==> config.mk <==
export PLATFORM = sky130hd
export DESIGN_NAME = gf4_dual_serial_mul
export DESIGN_NICKNAME = d
export VERILOG_FILES = /design/src/rtl/gf4_dsm_pkg.sv /design/src/rtl/dsm_seq.sv /design/src/rtl/dsm_window.sv /design/src/rtl/dsm_coef.sv /design/src/rtl/gf4_dual_serial_mul.sv
export SDC_FILE = /design/constraint.sdc
export NUM_CORES = 1
export LEC_CHECK = 0
export ABC_AREA = 1
export BUFFER_PORTS_ARGS = -buffer_cell sky130_fd_sc_hd__clkbuf_2
export CAP_MARGIN = 10
export CORE_UTILIZATION = 50
export CTS_CLUSTER_DIAMETER = 120
export DETAILED_ROUTE_END_ITERATION = 16
export PLACE_DENSITY = 0.83
export SLEW_MARGIN = 20
export SYNTH_ARGS = -nofsm -noshare
export SYNTH_HDL_FRONTEND = slang
export SYNTH_HIERARCHICAL = 1
export SYNTH_SLANG_ARGS = --single-unit
==> constraint.sdc <==
create_clock -name clk -period 3.7 [get_ports clk]
set_input_delay 0.185 -clock clk [delete_from_list [all_inputs] [get_ports clk]]
set_output_delay 0.185 -clock clk [all_outputs]
set_load 0.005 [all_outputs]
==> src/rtl/gf4_dsm_pkg.sv <==
package gf4_dsm_pkg;

  // Field degree; the field polynomial x^4 + x + 1 is fixed.
  localparam int unsigned FIELD_M = 4;

  // Downward step of the coordinate sequence: d(n-4) = d(n-1) ^ d(n).
  // With the window holding d(n+3)..d(n) in bits [3:0], the new low bit
  // is the XOR of the two highest window bits.
  localparam logic [FIELD_M-1:0] STEP_TAPS = 4'b1100;

  // Inner product over GF(2): coefficient i pairs with window bit M-1-i.
  function automatic logic lin_comb(input logic [FIELD_M-1:0] coef,
                                    input logic [FIELD_M-1:0] view);
    logic acc;
    acc = 1'b0;
    for (int i = 0; i < FIELD_M; i++) begin
      acc = acc ^ (coef[i] & view[FIELD_M-1-i]);
    end
    return acc;
  endfunction

  // Next lower coordinate produced by the feedback taps.
  function automatic logic step_bit(input logic [FIELD_M-1:0] win);
    return ^(win & STEP_TAPS);
  endfunction

endpackage

==> src/rtl/dsm_seq.sv <==
module dsm_seq #(
  parameter int unsigned M = gf4_dsm_pkg::FIELD_M
) (
  input  logic clk,
  input  logic rst_n,
  input  logic start,
  output logic run,
  output logic load_ph,
  output logic out_ph,
  output logic last_ph
);
  localparam int unsigned CW = $clog2(2 * M);
  localparam logic [CW-1:0] LAST_C  = CW'(2 * M - 2);
  localparam logic [CW-1:0] LOAD_C  = CW'(M);
  localparam logic [CW-1:0] FIRST_O = CW'(M - 1);

  logic          busy;
  logic [CW-1:0] cnt;

  always_ff @(posedge clk) begin
    if (!rst_n) begin
      busy <= 1'b0;
      cnt  <= '0;
    end else if (start) begin
      busy <= 1'b1;
      cnt  <= '0;
    end else if (busy) begin
      if (cnt == LAST_C) begin
        busy <= 1'b0;
      end else begin
        cnt <= cnt + 1'b1;
      end
    end
  end

  assign run     = busy;
  assign load_ph = busy && (cnt < LOAD_C);
  assign out_ph  = busy && (cnt >= FIRST_O);
  assign last_ph = busy && (cnt == LAST_C);

  // a start always leads to a fresh count from zero
  assert_restart_clean_R7: assert property (@(posedge clk) disable iff (!rst_n)
    start |=> (run && load_ph && !out_ph));

  // the first output cycle overlaps the last load cycle
  assert_first_out_overlaps_R3: assert property (@(posedge clk) disable iff (!rst_n)
    $rose(out_ph) |-> load_ph);

  // output window is contiguous until its last cycle
  assert_out_contiguous_R3: assert property (@(posedge clk) disable iff (!rst_n)
    (out_ph && !last_ph && !start) |=> out_ph);

  // the final cycle is a single pulse
  assert_last_single_R5: assert property (@(posedge clk) disable iff (!rst_n)
    last_ph |=> !last_ph);

endmodule

==> src/rtl/dsm_window.sv <==
module dsm_window #(
  parameter int unsigned M = gf4_dsm_pkg::FIELD_M
) (
  input  logic         clk,
  input  logic         rst_n,
  input  logic         clear,
  input  logic         shift,
  input  logic         load_sel,
  input  logic         ser_in,
  output logic [M-1:0] view
);
  import gf4_dsm_pkg::*;

  logic [M-1:0] win;
  logic         feed;

  // While loading, the serial input enters; afterwards the taps extend
  // the coordinate sequence downward.
  assign feed = load_sel ? ser_in : step_bit(win);
  assign view = {win[M-2:0], feed};

  always_ff @(posedge clk) begin
    if (!rst_n) begin
      win <= '0;
    end else if (clear) begin
      win <= '0;
    end else if (shift) begin
      win <= view;
    end
  end

  // self-stepping follows alpha^4 = alpha + 1 (d(n-4) = d(n-1) ^ d(n))
  assert_step_recurrence_R4: assert property (@(posedge clk) disable iff (!rst_n)
    (shift && !load_sel && !clear) |=> (win[0] == ($past(win[3]) ^ $past(win[2]))));

  // the window holds still when no step is requested
  assert_window_idle_R6: assert property (@(posedge clk) disable iff (!rst_n)
    (!shift && !clear) |=> $stable(win));

endmodule

==> src/rtl/dsm_coef.sv <==
module dsm_coef #(
  parameter int unsigned M = gf4_dsm_pkg::FIELD_M
) (
  input  logic         clk,
  input  logic         rst_n,
  input  logic         load,
  input  logic [M-1:0] a_in,
  input  logic [M-1:0] view,
  output logic         prod
);
  import gf4_dsm_pkg::*;

  logic [M-1:0] a_reg;

  always_ff @(posedge clk) begin
    if (!rst_n) begin
      a_reg <= '0;
    end else if (load) begin
      a_reg <= a_in;
    end
  end

  // Constant operand selects which window bits are XORed together.
  assign prod = lin_comb(a_reg, view);

  // the constant operand changes only on a load
  assert_coef_hold_R1: assert property (@(posedge clk) disable iff (!rst_n)
    !load |=> $stable(a_reg));

endmodule

==> src/rtl/gf4_dual_serial_mul.sv <==
module gf4_dual_serial_mul (
  input  logic       clk,
  input  logic       rst_n,
  input  logic       start,
  input  logic [3:0] a_in,
  input  logic       b_bit,
  output logic       p_bit,
  output logic       p_valid,
  output logic       done
);
  import gf4_dsm_pkg::*;

  localparam int unsigned M = FIELD_M;

  logic         run;
  logic         load_ph;
  logic         out_ph;
  logic         last_ph;
  logic [M-1:0] view;
  logic         prod;

  dsm_seq #(.M(M)) u_seq (
    .clk     (clk),
    .rst_n   (rst_n),
    .start   (start),
    .run     (run),
    .load_ph (load_ph),
    .out_ph  (out_ph),
    .last_ph (last_ph)
  );

  dsm_window #(.M(M)) u_win (
    .clk      (clk),
    .rst_n    (rst_n),
    .clear    (start),
    .shift    (run),
    .load_sel (load_ph),
    .ser_in   (b_bit),
    .view     (view)
  );

  dsm_coef #(.M(M)) u_coef (
    .clk   (clk),
    .rst_n (rst_n),
    .load  (start),
    .a_in  (a_in),
    .view  (view),
    .prod  (prod)
  );

  assign p_valid = out_ph;
  assign p_bit   = out_ph & prod;
  assign done    = last_ph;

  // no product bit outside the valid window
  assert_quiet_when_idle_R6: assert property (@(posedge clk) disable iff (!rst_n)
    !p_valid |-> !p_bit);

  // done only ever marks a valid product bit
  assert_done_in_window_R5: assert property (@(posedge clk) disable iff (!rst_n)
    done |-> p_valid);

endmodule

==> results.yml, run 1 <==
timing:
  maxSlewHeadroom_pct: 70.51
  finalHoldViolations: 0
  setup_slack_ns: 1.553
  finalCritPeriodShare_pct: 58.04
  fin_hold_ws_ns: 0.1330
  tns_ns: 0
  clock_skew_ns: 0.006878
  setup_violations: 0
  drv_slew: 0
  fmax_mhz: 465.7
  finalCriticalPeriod_ns: 2.147
  worst_pin_slew_ns: 0.4418
  rsz0062_at_grt: "false"
worst_setup_path:
  critical_path_class: "flop to output pin"
  start_kind: "flop"
  crit_chain: "inv_1 > nor2_1 > inv_1 > nand3_1 > nand2_1 > nand2_2 > xnor2_1 > nand2_1 > nand2_1 > nand2_1 > inv_1 > clkbuf_2"
  end_kind: "output pin"
  crit_path_frequent_cell: "nand2_1"
  crit_family: "simple AND/OR/NAND/NOR gates"
  crit_arrival_ns: 1.96
  critPathSlowestCell: "dfxtp_1"
  timing.critical_path.buf_inv: 4
  cpPeakStageDelay_ns: 0.60
  crit_required_ns: 3.51
  crit_fanout: 14
yosys:
  yosysWarnings: 6
  yosys.area.top_type: "dfxtp_1"
  syn_inst: 99
  yosysMostFrequentCell: "nand2_1"
  ys_seq_area_share_pct: 36.36
  yosys-top-cells-count: "21 x nand2_1, 18 x nor2_1, 15 x inv_1"
  syn_area_um2: 660.6
  avgSynthCellArea_um2: 6.673
  synth_area_leaders: "dfxtp_1 36%, nand2_1 12%, nor2_1 10%, inv_1 8.5%, nand3_1 6.8%"
  synth_cell_type_count: 16
  synth_edf_count: 0
  ys_async_sr_fraction_pct: 0
  synthFlopType: "dfxtp_1"
  synth-seq-cells: 12
  synth.net_count: 110
  synth.top_cell.area_share_pct: 36.36
outcome:
  status: "finished, final reports clean"
pwr:
  max-vdd-ir-drop_mv: 0.2535
  power.density_mw_per_mm2: 383.1
  leakagePower_uw: 0.0003731
job:
  maxCapViolCount: 0
die:
  start_util_pct: 56.41
  fp.dieH_um: 38.35
  die_area_mm2: 0.001471
  die_x_um: 38.35
  rows: 12
  core_area_mm2: 0.001171
  ios: 11
drt:
  wl_met1_um: 582
  top_layer_used: "met3"
  drtIter0Drc: 36
  drc_errors: 0
  dr_wl_met2_um: 564
  wl_per_cell_um: 9.877
  first_pass_iters: 4
  wirelength_um: 1205
  ant_nets: 0
  viasPerCell: 4.992
  vias: 609
  met3_length_um: 58
global_route:
  grt_pass1_wl_um: 1994
  grt_max_degree: 15
  overflow: 0
  antenna_found_initial: 0
  grt_pass1_vias: 516
  grt.total_usage_pct: 20.12
clock_tree:
  cts_setup_buffers: 0
  clk_pin_slew_ns: 0.07
  cts-root-buf: "clkbuf_4"
  cts_buffers: 3
  insertion_delay_ns: 0.28
  htreeDepth: 1
  cts_hold_buf: 0
  cts_tree: "done"
  clock_sinks: 12
  clockBufferDepth: 2
  post_cts_resized: 0
placed_design:
  dp_cells: 118
  portBuffers: 10
  pre_cts_ws_ns: 1.838
  hpwl_um: 913.3
  gp_congestion: 0.7377
hold_path:
  min_path_type: "primary input to flop"
final_layout:
  n_fill_cell: 98
  fin_util_pct: 62.29
  instances_no_fill: 122
  final_nets: 120
  drive_above_1_share_pct: 16.67
  multi_input_area_um2: 325.3
  register_area_um2: 240.2
  num_antenna_cells: 0
  synthToLayoutAreaGrowth_pct: 10.42
[cell type report]
class                      count  share of cell area [%]
tap                           14                   2.401
multi-input combinational     66                   44.60
clock buffer                   4                   4.974
timing repair buffer          10                   6.861
inverter                      16                   8.233
sequential                    12                   32.93
[per-stage QoR]
stage               power [uW]  instance area (um^2)
finish                   279.4                 729.5
global route             294.8                 729.5
CTS                      281.8                 729.5
detailed placement       177.6                 693.2
global placement         176.2                 693.2
floorplan                170.5                 660.6
[routing by layer]
layer,vias to the layer above,track usage (%)
li1,324,-
met1,266,23.91
met2,19,33.05
met3,0,5.233
met4,0,10.34
met5,-,0
[cells by family (layout without fill, tap and decap cells)]
logic type	count (synthesis)	in the layout	synth area share, %
compound gates	12	12	11.36
xor+xnor	1	1	1.326
fa+ha+maj	3	3	5.682
buf+inv	21	30	14.39
flops	12	12	36.36
simple gates	50	50	30.87
[worst paths after layout]
check	startpoint	to	slack [ns]	cells after the start
worst max register to register	u_seq/run	u_win/win[0]	2.34	7
worst min register to register	u_win/win[3]	u_win/win[3]	0.50	2
worst min-delay path	a_in[1]	u_coef/a_reg[1]	0.13	3
worst max-delay path	u_seq/run	p_bit	1.55	12
[placed cells by master (no fill, tap or decap), drive strengths merged]
| cell | count |
|---|---|
| dfxtp | 12 |
| inv | 16 |
| nor2 | 18 |
| a211oi | 3 |
| nand2 | 23 |
| o21ai | 4 |
| a21oi | 4 |
| nand3 | 9 |
| ha | 3 |
| a21boi | 1 |
| clkbuf | 14 |
| xnor2 | 1 |
[tightest hold or removal path: stages]
cell and delay (ns):
clkbuf_2 0.07, nor2_1 0.03, nor2_1 0.08
[power breakdown]
group | switching [uW] | internal (uW)
combinational | 17.7 | 13.1
clock | 44.6 | 59.8
sequential | 8.37 | 136
(Power assumes the default switching activity.)
==> run 2: changes to the inputs <==
ABC_AREA = 0   (was 1)
CORE_UTILIZATION = 47   (was 50)
PLACE_DENSITY = 0.82   (was 0.83)
clock period = 1.9 ns   (was 3.7 ns; I/O delays follow)
==> results.yml, run 2 <==
outcome:
  status: "finished, final reports clean"
worst_setup_path:
  critPathSlowestCell: "dfxtp_1"
  cpPeakStageDelay_ns: 0.33
  crit_chain: "inv_1 > nor2_1 > nand2b_1 > o21a_1 > nand2_2 > xnor2_2 > xnor2_1 > and2_1 > clkbuf_2"
  critical_path_class: "flop to output pin"
  ff2ff_path_depth: 4
  start_kind: "flop"
  ff2ff_setup_slack_ns: 0.65
  end_kind: "output pin"
  crit_fanout: 3
  crit_arrival_ns: 1.62
  path_depth: 9
  cp-startpoint: "u_seq/run"
  crit_required_ns: 1.80
  reg2reg_from: "u_seq/cnt[0]"
  r2r-end: "u_seq/cnt[2]"
  timing.critical_path.buf_inv: 2
  endpoint: "p_bit"
  crit_family: "simple AND/OR/NAND/NOR gates"
timing:
  setup_violations: 0
  finalCritPeriodShare_pct: 90.03
  rsz0062_at_grt: "false"
  drv_slew: 0
  finalCriticalPeriod_ns: 1.711
  clock_skew_ns: 0.001951
  tns_ns: 0
  fmax_mhz: 584.6
  setup_slack_ns: 0.1893
  worst_pin_slew_ns: 0.2100
  maxSlewHeadroom_pct: 85.94
  finalHoldViolations: 0
final_layout:
  fin_util_pct: 55.89
  register_area_um2: 241.5
  final_nets: 88
  multi_input_area_um2: 352.8
  synthToLayoutAreaGrowth_pct: 10.60
  final_cell_mix: "11 x dfxtp_1, 10 x clkbuf_2, 7 x mux2i_1, 7 x nor2_1"
  layout_commonest_cell: "dfxtp_1"
  instances_no_fill: 91
  drive_above_1_share_pct: 27.63
  num_antenna_cells: 0
  n_fill_cell: 125
clock_tree:
  cts_tree: "done"
  insertion_delay_ns: 0.27
  cts_buffers: 3
  clock_sinks: 12
  clockBufferDepth: 2
  cts-root-buf: "clkbuf_4"
  clk_pin_slew_ns: 0.08
  cts_setup_buffers: 0
  htreeDepth: 1
pwr:
  leakagePower_uw: 0.0003088
  finalPower_uw: 525.3
  power.density_mw_per_mm2: 731.4
  max-vdd-ir-drop_mv: 0.4073
drt:
  viasPerCell: 4.890
  vias: 445
  drtIter0Drc: 4
  drc_errors: 0
  wl_met1_um: 498
  first_pass_iters: 4
  ant_nets: 0
  met3_length_um: 28
  top_layer_used: "met4"
  wl_per_cell_um: 10.87
  dr_wl_met2_um: 446
  wirelength_um: 989
placed_design:
  hpwl_um: 737
  portBuffers: 10
  gp_congestion: 0.7435
  pre_cts_ws_ns: 0.4157
  dp_cells: 87
yosys:
  synth-seq-cells: 12
  synth_edf_count: 0
  synth.net_count: 78
  yosysWarnings: 6
  ys_async_sr_fraction_pct: 0
  syn_inst: 67
  synth_area_leaders: "dfxtp_1 37%, mux2i_1 11%, buf_4 6.9%, ha_1 5.8%, nor2_1 4.0%"
  synth.top_cell.area_share_pct: 36.99
  avgSynthCellArea_um2: 9.692
  syn_area_um2: 649.4
  ys_seq_area_share_pct: 36.99
  synthFlopType: "dfxtp_1"
  yosys.area.top_type: "dfxtp_1"
  yosysMostFrequentCell: "dfxtp_1"
  yosys-top-cells-count: "12 x dfxtp_1, 7 x mux2i_1, 7 x nor2_1"
  synth_cell_type_count: 24
global_route:
  antenna_found_initial: 0
  grt_pass1_vias: 399
  grt_pass1_wl_um: 1587
  grt_max_degree: 9
  grt.total_usage_pct: 16.11
  overflow: 0
die:
  die_x_um: 39.17
  rows: 13
  core_area_mm2: 0.001285
  fp.dieH_um: 39.17
  start_util_pct: 50.54
  ios: 11
  die_area_mm2: 0.001534
job:
  maxCapViolCount: 0
hold_path:
  min_path_type: "primary input to flop"
[run 2: changes by cell type after synthesis, moves of 7 or more]
| cell | delta |
|---|---|
| nand3_1 | -9 |
| nor2_1 | -11 |
| nand2_1 | -18 |
| inv_1 | -12 |
| mux2i_1 | +7 |
[run 2: kinds of logic (layout without fill, tap and decap cells)]
kind of cell | count (synthesis) | after routing | share of synthesized area, %
AO/OA/AOI/OAI | 9 | 9 | 12.33
XOR/XNOR | 5 | 5 | 7.901
adder cells (fa/ha/maj) | 3 | 3 | 5.781
buffers and inverters | 9 | 18 | 8.670
flip-flops | 12 | 12 | 36.99
multiplexers | 7 | 7 | 10.79
AND/OR/NAND/NOR | 22 | 22 | 17.54
[run 2: timing repair]
| item | in CTS | in global routing |
|---|---|---|
| hold buffers | 0 | 0 |
| gates resized for setup | 0 | 1 |
| setup endpoints to repair | 0 | 1 |
[run 2: metrics by stage]
step | instance area, um^2 | hold WS (ns)
floorplan | 649.4 | 0.2127
global placement | 680.7 | 0.3539
detailed placement | 680.7 | 0.3630
CTS | 716.9 | 0.07498
global route | 718.2 | 0.07831
finish | 718.2 | 0.07904
[run 2: worst min path at each step]
stage,from,endpoint,cells past startpoint
4_1_cts,a_in[2],u_coef/a_reg[2],3
6_report,a_in[2],u_coef/a_reg[2],3
3_3_place_gp,a_in[0],u_coef/a_reg[0],3
3_5_place_dp,a_in[2],u_coef/a_reg[2],3
5_1_grt,a_in[0],u_coef/a_reg[0],3
2_1_floorplan,rst_n,u_seq/run,1
[run 2: final cells by class]
type	count	share of cell area [%]
Sequential cell	12	33.62
Clock buffer	4	5.052
Inverter	3	1.568
Timing Repair Buffer	11	8.014
Multi-Input combinational cell	46	49.13
Tap cell	15	2.613
[run 2: worst reg2reg max path: stages, from the launching register on]
cell and delay (ns):
dfxtp_1 0.35, ha_1 0.21, ha_1 0.26, or2b_1 0.22, a21oi_1 0.14
[run 2: report_power, final]
group          total [uW]  leakage [uW]  switching, uW  internal [uW]
combinational        55.3      0.000189           26.6           28.7
sequential            266     0.0000986           6.15            260
clock                 204     0.0000210           87.1            116
[run 2: per-layer routing]
layer / up-vias / global-route usage, %
met4: 0 / 12.93
li1: 233 / -
met3: 2 / 3.468
met1: 203 / 18.73
met2: 7 / 25.00
met5: - / 0
==> run 3: changes to the inputs <==
clock period = 1.4 ns   (was 1.9 ns; I/O delays follow)
==> results.yml, run 3 (synthesis gave the netlist of run 2 again) <==
timing:
  finalCritPeriodShare_pct: 114.5
  worst_pin_slew_ns: 0.2103
  clock_skew_ns: 0.002574
  fmax_mhz: 623.6
  rsz0062_at_grt: "true"
  drv_slew: 0
  setup_violations: 2
  setup_slack_ns: -0.2035
  finalHoldViolations: 0
  maxSlewHeadroom_pct: 85.92
  finalCriticalPeriod_ns: 1.604
drt:
  drc_errors: 0
  dr_wl_met2_um: 665
  wirelength_um: 1353
  met3_length_um: 25
  wl_met1_um: 663
  top_layer_used: "met3"
  first_pass_iters: 4
  ant_nets: 0
  wl_per_cell_um: 13.40
  drtIter0Drc: 5
  vias: 513
  viasPerCell: 5.079
clock_tree:
  clockBufferDepth: 2
  cts_hold_buf: 0
  htreeDepth: 1
  clock_sinks: 12
  insertion_delay_ns: 0.27
  clk_pin_slew_ns: 0.07
  cts-root-buf: "clkbuf_4"
  cts_buffers: 3
  cts_tree: "done"
die:
  core_area_mm2: 0.001285
  rows: 13
  start_util_pct: 50.54
  ios: 11
  die_x_um: 39.17
  fp.dieH_um: 39.17
  die_area_mm2: 0.001534
final_layout:
  final_nets: 98
  drive_above_1_share_pct: 50.00
  layout_commonest_cell: "clkbuf_2"
  fin_util_pct: 66.41
  final_cell_mix: "9 x clkbuf_2, 7 x buf_4, 7 x mux2i_1, 7 x dfxtp_1, 6 x nor2_1"
  stdcell_area_um2: 853.3
  synthToLayoutAreaGrowth_pct: 31.41
  num_antenna_cells: 0
worst_setup_path:
  ff2ff_setup_slack_ns: -0.03
  start_kind: "flop"
  cp-startpoint: "u_seq/run"
  crit_fanout: 3
  r2r-end: "u_win/win[0]"
  critical_path_class: "flop to output pin"
  crit_arrival_ns: 1.53
  reg2reg_from: "u_seq/run"
  ff2ff_path_depth: 10
  end_kind: "output pin"
  crit_required_ns: 1.33
hold_path:
  holdCritStartpoint: "a_in[2]"
  min_to: "u_coef/a_reg[2]"
  min_path_type: "primary input to flop"
  hold_depth: 3
global_route:
  overflow: 0
  grt_max_degree: 9
  antenna_found_initial: 0
  grt_pass1_wl_um: 2028
  grt_pass1_vias: 469
  grt.total_usage_pct: 20.26
placed_design:
  hpwl_um: 820.5
  gp_congestion: 0.7795
  placed_cell_area_um2: 703.2
  portBuffers: 10
outcome:
  violations: "negative setup slack"
  status: "finished with violations"
pwr:
  max-vdd-ir-drop_mv: 0.6070
  power.density_mw_per_mm2: 866.6
  leakagePower_uw: 0.0003635
job:
  maxCapViolCount: 0
==> run 3: layer usage <==
layer	vias to the layer above	track usage (%)
met1	253	27.72
met4	0	6.034
met3	0	5.202
li1	255	-
met2	5	30.83
met5	-	0
==> run 3: what timing repair did <==
item / in CTS / in global routing
setup endpoints to repair: 2 / 4
gates resized for setup: 17 / 5
pin swaps: 9 / 4
setup buffers: 7 / 1
endpoints found under the hold margin: 0 / 0
gates cloned: 0 / 0
==> run 3: worst max-delay path, stage by stage, from the launching register on <==
cell,delay [ns]
dfxtp_2,0.33
inv_2,0.08
nor2_4,0.04
nand2b_1,0.09
o21a_1,0.16
nand2_2,0.07
xnor2_2,0.13
xnor2_1,0.11
and2_1,0.13
buf_2,0.12
==> run 3: final cells by class <==
| class | count | area [um^2] |
|---|---|---|
| well taps | 15 | 18.77 |
| flip-flops and latches | 12 | 249.0 |
| clock buffers | 4 | 36.28 |
| multi-input cells | 46 | 390.4 |
| inverters | 3 | 11.26 |
| fillers | 94 | 431.7 |
| repair buffers | 21 | 147.6 |
==> run 3: stage by stage <==
stage	TNS, ns	hold slack [ns]	power (uW)	worst slack [ns]	instances
floorplan	0	0.1877	429.1	0.03786	67
global placement	0	0.3274	443.7	0.04595	90
detailed placement	0	0.3366	446.9	0.01758	90
CTS	-0.2972	0.04921	749.5	-0.2101	101
global route	-0.5046	0.06539	782.3	-0.3428	101
finish	-0.2360	0.06221	739.5	-0.2035	101
==> run 3: power breakdown <==
group          internal (uW)  switching (uW)
Clock                    158             110
Combinational           60.6            50.7
Sequential               353            7.77
Total                    571             168
==> run 3: worst max-delay path by stage <==
stage	endpoint
after floorplan	p_bit
after global placement	p_bit
after detailed placement	p_bit
after CTS	p_bit
after global routing	p_bit
final	p_bit
